==> config.mk <==
export PLATFORM = sky130hd
export DESIGN_NAME = dac_domain_check
export DESIGN_NICKNAME = d
export VERILOG_FILES = /design/src/rtl/dac_pkg.sv /design/src/rtl/dac_field_sel.sv /design/src/rtl/dac_perm_eval.sv /design/src/rtl/dac_domain_check.sv
export SDC_FILE = /design/constraint.sdc
export NUM_CORES = 1
export LEC_CHECK = 0
export BUFFER_PORTS_ARGS = -buffer_cell sky130_fd_sc_hd__buf_2
export CORE_MARGIN = 2
export CORE_UTILIZATION = 33
export CTS_CLUSTER_SIZE = 14
export DETAILED_ROUTE_END_ITERATION = 10
export PLACE_DENSITY = 0.87
export SYNTH_ARGS = -nofsm -noshare
export SYNTH_HDL_FRONTEND = slang
export SYNTH_HIERARCHICAL = 1
export SYNTH_SLANG_ARGS = --single-unit
export TNS_END_PERCENT = 5
==> constraint.sdc <==
create_clock -name clk -period 1.6 [get_ports clk]
set_clock_uncertainty 0.1 [all_clocks]
set_input_delay 0 -clock clk [delete_from_list [all_inputs] [get_ports clk]]
set_output_delay 0 -clock clk [all_outputs]
set_load 0.02 [all_outputs]
==> src/rtl/dac_pkg.sv <==
package dac_pkg;

  typedef enum logic [1:0] {
    DM_BLOCKED = 2'b00,
    DM_CHECKED = 2'b01,
    DM_RSVD    = 2'b10,
    DM_TRUSTED = 2'b11
  } dom_mode_e;

  typedef enum logic [1:0] {
    AK_READ  = 2'b00,
    AK_WRITE = 2'b01,
    AK_FETCH = 2'b10,
    AK_ALT   = 2'b11
  } acc_kind_e;

  // Permission table of the simplified model: returns 1 when allowed.
  function automatic logic perm_allows(input logic [1:0] code,
                                       input logic       is_write,
                                       input logic       is_priv);
    logic ok;
    case (code)
      2'b00:   ok = is_priv;
      2'b01:   ok = 1'b1;
      2'b10:   ok = !is_write;
      default: ok = is_priv && !is_write;
    endcase
    return ok;
  endfunction

  // Mode decoding: does this mode raise a domain fault?
  function automatic logic mode_blocks(input dom_mode_e m);
    return (m == DM_BLOCKED) || (m == DM_RSVD);
  endfunction

endpackage

==> src/rtl/dac_field_sel.sv <==
module dac_field_sel
  import dac_pkg::*;
#(
  parameter int NUM_DOM = 16,
  localparam int DOM_W  = $clog2(NUM_DOM),
  localparam int CTRL_W = 2 * NUM_DOM
) (
  input  logic [CTRL_W-1:0] ctrl,
  input  logic [DOM_W-1:0]  idx,
  output dom_mode_e         mode
);

  logic [1:0] fields [NUM_DOM];

  // Split the control word into one 2-bit field per domain.
  for (genvar g = 0; g < NUM_DOM; g++) begin : g_field
    assign fields[g] = ctrl[2*g +: 2];
  end

  assign mode = dom_mode_e'(fields[idx]);

endmodule

==> src/rtl/dac_perm_eval.sv <==
module dac_perm_eval
  import dac_pkg::*;
(
  input  logic [1:0] code,
  input  logic       no_exec,
  input  acc_kind_e  kind,
  input  logic       is_priv,
  output logic       perm_ok
);

  logic is_write;
  logic is_fetch;
  logic fetch_blocked;

  // Kind 11 is neither a write nor a fetch, so it is checked as a read.
  assign is_write      = (kind == AK_WRITE);
  assign is_fetch      = (kind == AK_FETCH);
  assign fetch_blocked = is_fetch && no_exec;
  assign perm_ok       = perm_allows(code, is_write, is_priv) && !fetch_blocked;

endmodule

==> src/rtl/dac_domain_check.sv <==
module dac_domain_check
  import dac_pkg::*;
#(
  parameter int NUM_DOM = 16,
  localparam int DOM_W  = $clog2(NUM_DOM),
  localparam int CTRL_W = 2 * NUM_DOM
) (
  input  logic              clk,
  input  logic              rst_n,
  input  logic              in_valid,
  input  logic [DOM_W-1:0]  dom_idx,
  input  logic [CTRL_W-1:0] dom_ctrl,
  input  logic [1:0]        perm_code,
  input  logic              no_exec,
  input  logic [1:0]        acc_kind,
  input  logic              acc_priv,
  output logic              out_valid,
  output logic              out_pass,
  output logic              out_dom_fault,
  output logic              out_perm_fault
);

  dom_mode_e mode_sel;
  logic      perm_ok;
  logic      dom_fault_c;
  logic      perm_fault_c;
  logic      pass_c;
  logic      is_fetch_xn;

  dac_field_sel #(.NUM_DOM(NUM_DOM)) u_field_sel (
    .ctrl (dom_ctrl),
    .idx  (dom_idx),
    .mode (mode_sel)
  );

  dac_perm_eval u_perm_eval (
    .code    (perm_code),
    .no_exec (no_exec),
    .kind    (acc_kind_e'(acc_kind)),
    .is_priv (acc_priv),
    .perm_ok (perm_ok)
  );

  // First stage: domain; second stage: permission, only for checked domains.
  assign dom_fault_c  = mode_blocks(mode_sel);
  assign perm_fault_c = (mode_sel == DM_CHECKED) && !perm_ok;
  assign pass_c       = !dom_fault_c && !perm_fault_c;
  assign is_fetch_xn  = (acc_kind == 2'b10) && no_exec;

  always_ff @(posedge clk) begin
    if (!rst_n) begin
      out_valid      <= 1'b0;
      out_pass       <= 1'b0;
      out_dom_fault  <= 1'b0;
      out_perm_fault <= 1'b0;
    end else begin
      out_valid <= in_valid;
      if (in_valid) begin
        out_pass       <= pass_c;
        out_dom_fault  <= dom_fault_c;
        out_perm_fault <= perm_fault_c;
      end
    end
  end

  AST_ONE_OUTCOME: assert property (@(posedge clk) disable iff (!rst_n)
    out_valid |-> $countones({out_pass, out_dom_fault, out_perm_fault}) == 1);

  AST_VALID_PULSE: assert property (@(posedge clk) disable iff (!rst_n)
    in_valid |=> out_valid);

  AST_NO_SPURIOUS_VALID: assert property (@(posedge clk) disable iff (!rst_n)
    !in_valid |=> !out_valid);

  AST_HOLD_RESULT: assert property (@(posedge clk) disable iff (!rst_n)
    !in_valid |=> $stable({out_pass, out_dom_fault, out_perm_fault}));

  AST_BLOCKED_FAULTS: assert property (@(posedge clk) disable iff (!rst_n)
    (in_valid && (mode_sel == DM_BLOCKED)) |=> out_dom_fault);

  AST_RSVD_FAULTS: assert property (@(posedge clk) disable iff (!rst_n)
    (in_valid && (mode_sel == DM_RSVD)) |=> out_dom_fault);

  AST_TRUSTED_PASSES: assert property (@(posedge clk) disable iff (!rst_n)
    (in_valid && (mode_sel == DM_TRUSTED)) |=> out_pass);

  AST_XN_FETCH: assert property (@(posedge clk) disable iff (!rst_n)
    (in_valid && (mode_sel == DM_CHECKED) && is_fetch_xn) |=> out_perm_fault);

  AST_CHECKED_NO_DFAULT: assert property (@(posedge clk) disable iff (!rst_n)
    (in_valid && (mode_sel == DM_CHECKED)) |=> !out_dom_fault);

endmodule

==> results.txt, run 1 <==
VDD IR-drop max = 0.185 mV
final period utilization = 89.3%
Post-CTS Setup Inserts = 0
Power Total = 391 uW
Rows = 13
Min Hold Slack = 91.6 ps
clk slew on worst S/H paths = 40 ps
number of hold violations in the final report = 0
synth unique cells = 22
Worst Max-Slew Pin Slew = 202 ps
Synth Register Bits = 4
crit-path cells = buf_2 -> mux4_2 -> a22oi_1 -> nand3_1 -> and4bb_1 -> o21a_1
hold_buf cts = 2
fin. max-slew vios = 0
critical path capture point type = flop
Iteration-0 DRC Markers = 2
internal power = 289 uW
Period minus WS final = 1430 ps
total wire length = 1240 um
Net Sw Power = 102 uW
drt pass-1 iters = 2
outcome = finished, final reports clean
chip width = 40.9 um
number of antenna violations at the first check in global routing = 0
first-pass GRT wire length = 1760 um
Min-Delay Path Class = input pin to flop
CP top delay family = multiplexers
Multi-input gate area = 348 sq um
vias in the first global route = 476
grt ovf = 0
Synth Area per Inst = 11.3 sq um
die height = 40.9 um
max incr delay on CP = 540 ps
CP arrival = 1450 ps
gpl congestion = 0.701
Placed Cells = 103
Gate power share = 40.5%
register area share after synthesis = 17.8%
Die ar. = 1680 sq um
Vias = 553
Worst Path Max Fanout = 7
Crit Path Class = input pin to flop
synthesized cell area = 450 sq um
cells after synthesis = 40
Hold Path Origin = perm_code[1]
area delta synth->final = 66.9%
PwrDens = 521 nW/um^2
CTS Buf Count = 3
CP Launch Type = input pin
Data required, critical path = 1620 ps
clock latency on the worst-skew pair = 230 ps
Slowest-stage cell, CP = mux4_2
Vias per Instance = 5.12
Root Buffer = clkbuf_4
H-Tree Depth = 1
PostCTS Resize Cnt = 0
register area = 80.1 sq um
RSZ-0062 raised after global routing = false
CTS tree = done
drt drc = 0
Crit path buffers/inverters = 1
deepest clock path buffer count = 2
number of nets in the layout = 140
reg2reg start = out_perm_fault$_SDFFE_PN0P_
core area = 1280 sq um
CP startpoint = dom_idx[0]
layout cell share with drive strength beyond 1 = 62.4%
leakage power = 0.396 nW
Net Sw Frac = 26.1%
Total GRT Usage = 16.9%
Setup WS post-layout = 172 ps
Synth Warn # = 6
Worst slew margin = 86.5%
wire length per cell = 11.5 um
most frequent cells in the layout = buf_2 (48), dfxtp_1 (4), mux4_1 (4), nand3_1 (4), mux4_2 (4)
detailed placer's ending HPWL = 1130 um
Sink Count = 4
fin cells = 108
fill count = 119
part of the power in registers = 27.9%
Syn Nets = 85
pre-CTS setup slack = -59.9 ps
final setup fails = 0
Antenna diodes = 0
Initial Utilization = 35.1%
Routed Antenna Nets = 0
number of max-cap violations = 0
pin count of the biggest net entering global routing = 9
Peak Freq = 700 MHz
design area = 752 sq um
Clk network pwr share = 31.6%
# IOs = 49
most common cell after layout, fill and taps aside = buf_2
Placed Area = 709 sq um
Port Buffers = 48
power groups by stage:
stage               logic (mW)  registers (mW)  clock network (mW)
global placement         0.150           0.111                   0
global route             0.175           0.110               0.143
floorplan               0.0733           0.119                   0
detailed placement       0.156           0.111                   0
CTS                      0.160           0.109               0.130
finish                   0.159           0.109               0.124
state kept, by name (all words and copies together), names as in the netlist:
name,count
out_dom_fault,1
out_pass,1
out_perm_fault,1
out_valid,1
cell type report:
type                    count  area share (%)
clock buffers               3            3.00
inverters                   2           0.998
multi-input cells          32            46.3
flip-flops and latches      4            10.6
well taps                  15            2.50
repair buffers             52            36.6
cell usage after synthesis:
master    n  area share, %
a21boi_0  1            1.7
a21oi_1   1            1.1
a22oi_1   2            3.3
a31o_1    1            1.9
and2_2    1            1.7
and4bb_1  1            2.8
buf_6     1            2.5
clkbuf_1  1           0.83
dfxtp_1   4             18
inv_1     2            1.7
mux4_1    4             23
mux4_2    4             20
nand2_1   3            2.5
nand2b_1  1            1.4
nand3_1   4            4.4
nor2_1    1           0.83
nor2b_1   3            4.2
nor3_1    1            1.1
o211a_1   1            2.2
o211ai_1  1            1.7
o21a_1    1            1.7
o22ai_1   1            1.4
logic make-up after synthesis:
| group | after synthesis | synth area share, % |
|---|---|---|
| AND/OR/NAND/NOR | 15 | 18.9 |
| AO/OA/AOI/OAI | 9 | 15.0 |
| multiplexers | 8 | 43.3 |
| buffers and inverters | 4 | 5.00 |
| flip-flops | 4 | 17.8 |
per-layer routing:
layer	vias up	track usage (%)	part of all wire, %
li1	272	-	-
met1	240	13.8	31
met2	39	33.2	57
met3	2	7.07	11
met4	0	8.33	1.7
met5	-	0	0
through the flow:
stage	setup TNS [ps]	util, %
6_report	0	58.5
3_3_place_gp	0	55.2
2_1_floorplan	0	-
5_1_grt	0	58.5
3_5_place_dp	-59.9	55.2
4_1_cts	0	58.5
worst reg2reg max path, cell delays in order (launching register included):
cell and delay, ps:
dfxtp_1 300, nor2b_1 120, o21a_1 160
worst paths after layout:
check	endpoint	slack, ps	cells past startpoint
worst min register to register	out_dom_fault$_SDFFE_PN0P_	380	1
worst max-delay path	out_perm_fault$_SDFFE_PN0P_	170	6
worst min-delay path	out_pass$_SDFFE_PN0P_	90	4
worst max register to register	out_perm_fault$_SDFFE_PN0P_	810	2
No activity file was read; power rests on OpenSTA's default activity.
==> run 2: changes to the inputs <==
- ABC_AREA: not set -> 1
- CORE_UTILIZATION: 33 -> 38
==> results.txt, run 2 <==
Post-CTS Setup Inserts = 0
Die ar. = 1970 sq um
cells after synthesis = 130
Post-synth EDFFs = 0
Gate power share = 44.4%
Min-Delay Path Class = input pin to flop
Routed Antenna Nets = 0
CP top delay family = buffers and inverters
CP arrival = 1330 ps
drt pass-1 iters = 4
# IOs = 49
Sink Count = 4
setup TNS = 0 ps
CTS tree = done
fill count = 165
number of nets in the layout = 227
Net Sw Frac = 34.1%
Period minus WS final = 1310 ps
Vias = 896
register area share after synthesis = 13.0%
drt drc = 0
Most used DFF post-synth = dfxtp_1
pin count of the biggest net entering global routing = 18
Min Hold Slack = 130 ps
Area contributors post-synth = nand2_1 (30%), inv_1 (22%), nand3_1 (22%), dfxtp_1 (13%), buf_6 (3.6%)
chip width = 44.3 um
VDD IR-drop max = 0.324 mV
Synth Warn # = 6
die height = 44.3 um
synthesized cell area = 618 sq um
fin. max-slew vios = 0
synth unique cells = 13
Worst slew margin = 80.0%
CP Launch Type = input pin
number of hold violations in the final report = 0
fin cells = 196
first-pass GRT wire length = 2840 um
internal power = 279 uW
Crit Path Class = input pin to flop
Crit path buffers/inverters = 4
outcome = finished, final reports clean
pre-CTS setup slack = 355 ps
most frequent cells in the layout = nand2_1 (49), buf_2 (48), inv_1 (36)
Power Total = 423 uW
PostCTS Resize Cnt = 0
Setup WS post-layout = 294 ps
share of the synthesized area in the top cell type = 29.8%
crit-path cells = dlygate4sd3_1 -> buf_2 -> nand2_1 -> dlygate4sd3_1 -> inv_1
detailed placer's ending HPWL = 1350 um
critical path capture point type = flop
hold_buf cts = 3
Commonest cells post-synth = nand2_1 (49), inv_1 (36), nand3_1 (27)
most common cell after layout, fill and taps aside = nand2_1
total wire length = 1680 um
PwrDens = 472 nW/um^2
Rows = 14
leakage power = 0.645 nW
H-Tree Depth = 1
Net Sw Power = 144 uW
clk slew on worst S/H paths = 40 ps
Placed Cells = 190
reg2reg setup slack = 860 ps
final setup fails = 0
core area = 1520 sq um
grt ovf = 0
Placed Area = 843 sq um
Final Util = 58.8%
vias in the first global route = 793
RSZ-0062 raised after global routing = false
Data required, critical path = 1630 ps
Worst Max-Slew Pin Slew = 300 ps
deepest clock path buffer count = 2
clock latency on the worst-skew pair = 230 ps
part of the power in registers = 26.0%
WHS Path Cells = 6
cell taking the most area after synthesis = nand2_1
Slowest-stage cell, CP = dlygate4sd3_1
Synth Area per Inst = 4.75 sq um
wire length per cell = 8.59 um
Clk network pwr share = 29.6%
Worst path most repeated cell = dlygate4sd3_1
CTS Buf Count = 3
Vias per Instance = 4.57
FF-to-FF path depth = 2
Peak Freq = 766 MHz
Total GRT Usage = 18.6%
Worst Path Max Fanout = 6
ys async rst share = 0%
Initial Utilization = 40.6%
layout cell share with drive strength beyond 1 = 30.0%
Port Buffers = 48
WP depth = 5
number of max-cap violations = 0
top-count cell post-synth = nand2_1
Syn Nets = 175
Root Buffer = clkbuf_4
Iteration-0 DRC Markers = 16
Antenna diodes = 0
design area = 896 sq um
Synth Register Bits = 4
area delta synth->final = 44.9%
max incr delay on CP = 540 ps
gpl congestion = 0.824
number of antenna violations at the first check in global routing = 0
final period utilization = 81.6%
[run 2: cell types whose count changed after synthesis, sizes merged, moves of 3 or more]
cell   previous run  this run
nand2             3        49
inv               2        38
nand3             4        27
mux4              8         0
buf               1         4
nor2              1         4
nor2b             3         0
[run 2: path summary, 6_finish.rpt]
| path | start | to |
|---|---|---|
| setup reg to reg | out_perm_fault$_SDFFE_PN0P_ | out_perm_fault$_SDFFE_PN0P_ |
| setup / recovery | in_valid | out_valid$_SDFF_PN0_ |
| hold reg to reg | out_pass$_SDFFE_PN0P_ | out_pass$_SDFFE_PN0P_ |
| hold / removal | dom_idx[3] | out_dom_fault$_SDFFE_PN0P_ |
[run 2: routing by layer]
layer	track usage, %	vias to the layer above	routed length [um]
met5	0	-	0
met4	5.45	0	0
met3	2.45	0	113
met2	34.4	34	829
met1	22.0	377	741
li1	-	485	-
[run 2: kinds of logic (layout without fill, tap and decap cells)]
group / Yosys count / in the layout / synth area share, %
AND/OR/NAND/NOR: 80 / 80 / 54.0
buffers and inverters: 42 / 92 / 29.1
AO/OA/AOI/OAI: 4 / 4 / 3.85
flip-flops: 4 / 4 / 13.0
[run 2: cell type report]
cell class / instances / area, sq um / area share, %
Clock buffer: 3 / 22.5 / 2.51
Inverter: 38 / 145 / 16.2
Multi-Input combinational cell: 84 / 358 / 39.9
Sequential cell: 4 / 80.1 / 8.94
Tap cell: 16 / 20.0 / 2.23
Timing Repair Buffer: 51 / 270 / 30.2
[run 2: worst min-delay path: stages]
cell and delay (ps):
buf_2 100, nand3_1 80, nand2_1 80, nand2_1 50, inv_1 60, nor2_1 40
[run 2: power groups by stage]
stage	clock network, mW	registers [mW]	logic [mW]
finish	0.125	0.110	0.188
global route	0.133	0.110	0.214
CTS	0.126	0.110	0.188
detailed placement	0	0.112	0.181
global placement	0	0.111	0.177
floorplan	0	0.120	0.102
==> run 3: changes to the inputs <==
- CORE_UTILIZATION: 38 -> 35
- PLACE_DENSITY: 0.87 -> 0.85
- clock period: 1.6 -> 1.2 ns (I/O delays scaled with it)
==> results.txt, run 3 (synthesized netlist as in run 2, its figures left out) <==
number of hold violations in the final report = 0
Min Hold Slack = 115 ps
Period minus WS final = 887 ps
Peak Freq = 1130 MHz
most common cell after layout, fill and taps aside = nand2_1
design area = 902 sq um
critical path capture point type = flop
fill count = 191
CP arrival = 910 ps
Crit Path Class = input pin to flop
WHS Path Cells = 6
core area = 1690 sq um
final period utilization = 73.9%
Min-Delay Path Class = input pin to flop
area delta synth->final = 46.0%
outcome = finished, final reports clean
VDD IR-drop max = 0.705 mV
register area = 80.1 sq um
Total GRT Usage = 14.0%
CP Launch Type = input pin
Initial Utilization = 36.6%
Post-CTS Setup Inserts = 0
number of max-cap violations = 0
Rows = 15
CTS tree = done
total wire length = 1540 um
leakage power = 0.652 nW
Worst Max-Slew Pin Slew = 178 ps
Placed Cells = 193
number of nets in the layout = 228
FF-to-FF path depth = 2
deepest clock path buffer count = 2
PwrDens = 627 nW/um^2
fin. max-slew vios = 0
layout cell share with drive strength beyond 1 = 30.9%
Worst Path Max Fanout = 6
Port Buffers = 48
Die ar. = 2120 sq um
Multi-input gate area = 358 sq um
drt pass-1 iters = 4
chip width = 46.0 um
detailed placer's ending HPWL = 1240 um
Data required, critical path = 1230 ps
Routed Antenna Nets = 0
Worst slew margin = 88.1%
pin count of the biggest net entering global routing = 17
setup TNS = 0 ps
Antenna diodes = 0
Vias per Instance = 4.30
Root Buffer = clkbuf_4
PostCTS Resize Cnt = 0
# IOs = 49
RSZ-0062 raised after global routing = false
Iteration-0 DRC Markers = 9
H-Tree Depth = 1
hold_buf cts = 2
gpl congestion = 0.783
final setup fails = 0
grt ovf = 0
wire length per cell = 7.80 um
most frequent cells in the layout = nand2_1 (49), buf_2 (48), inv_1 (36)
Sink Count = 4
vias in the first global route = 635
CTS Buf Count = 3
number of antenna violations at the first check in global routing = 0
Vias = 852
die height = 46.0 um
clk slew on worst S/H paths = 40 ps
reg2reg setup slack = 470 ps
Placed Area = 860 sq um
drt drc = 0
first-pass GRT wire length = 2260 um
fin cells = 198
clock latency on the worst-skew pair = 240 ps
run 3: cell type report:
| cell class | instances | share of cell area (%) |
|---|---|---|
| Multi-Input combinational cell | 84 | 39.7 |
| Timing Repair Buffer | 52 | 30.5 |
| Inverter | 38 | 16.1 |
| Sequential cell | 4 | 8.88 |
| Clock buffer | 3 | 2.50 |
| Tap cell | 17 | 2.36 |
run 3: routing by layer:
metal	vias to the layer above	routed length, um	global-route usage, %
met5	-	0	0
met4	0	0	1.71
met3	0	91	2.38
met2	26	687	24.2
met1	341	765	18.4
li1	485	-	-
run 3: power breakdown:
group          switching [mW]  internal, mW  leakage, nW
Sequential            0.00353         0.143       0.0331
Combinational           0.130         0.119        0.605
Clock                  0.0576         0.112       0.0138
run 3: path summary, 6_finish.rpt:
check	from	end
setup / recovery	in_valid	out_dom_fault$_SDFFE_PN0P_
setup reg to reg	out_dom_fault$_SDFFE_PN0P_	out_dom_fault$_SDFFE_PN0P_
hold reg to reg	out_pass$_SDFFE_PN0P_	out_pass$_SDFFE_PN0P_
hold / removal	dom_idx[3]	out_dom_fault$_SDFFE_PN0P_
run 3: per-stage QoR:
| stage | util, % | power, mW | setup WS, ps |
|---|---|---|---|
| 6_report | 53.4 | 0.566 | 313 |
| 5_1_grt | 53.4 | 0.616 | 202 |
| 3_3_place_gp | 50.9 | 0.393 | 94.5 |
| 4_1_cts | 53.4 | 0.577 | 315 |
| 2_1_floorplan | - | 0.297 | 185 |
| 3_5_place_dp | 50.9 | 0.394 | 73.9 |
run 3: worst max-delay path, cell delays in order:
cell and delay [ps]:
dlygate4sd3_1 530, buf_2 150, o21ai_0 170, nor2_1 60
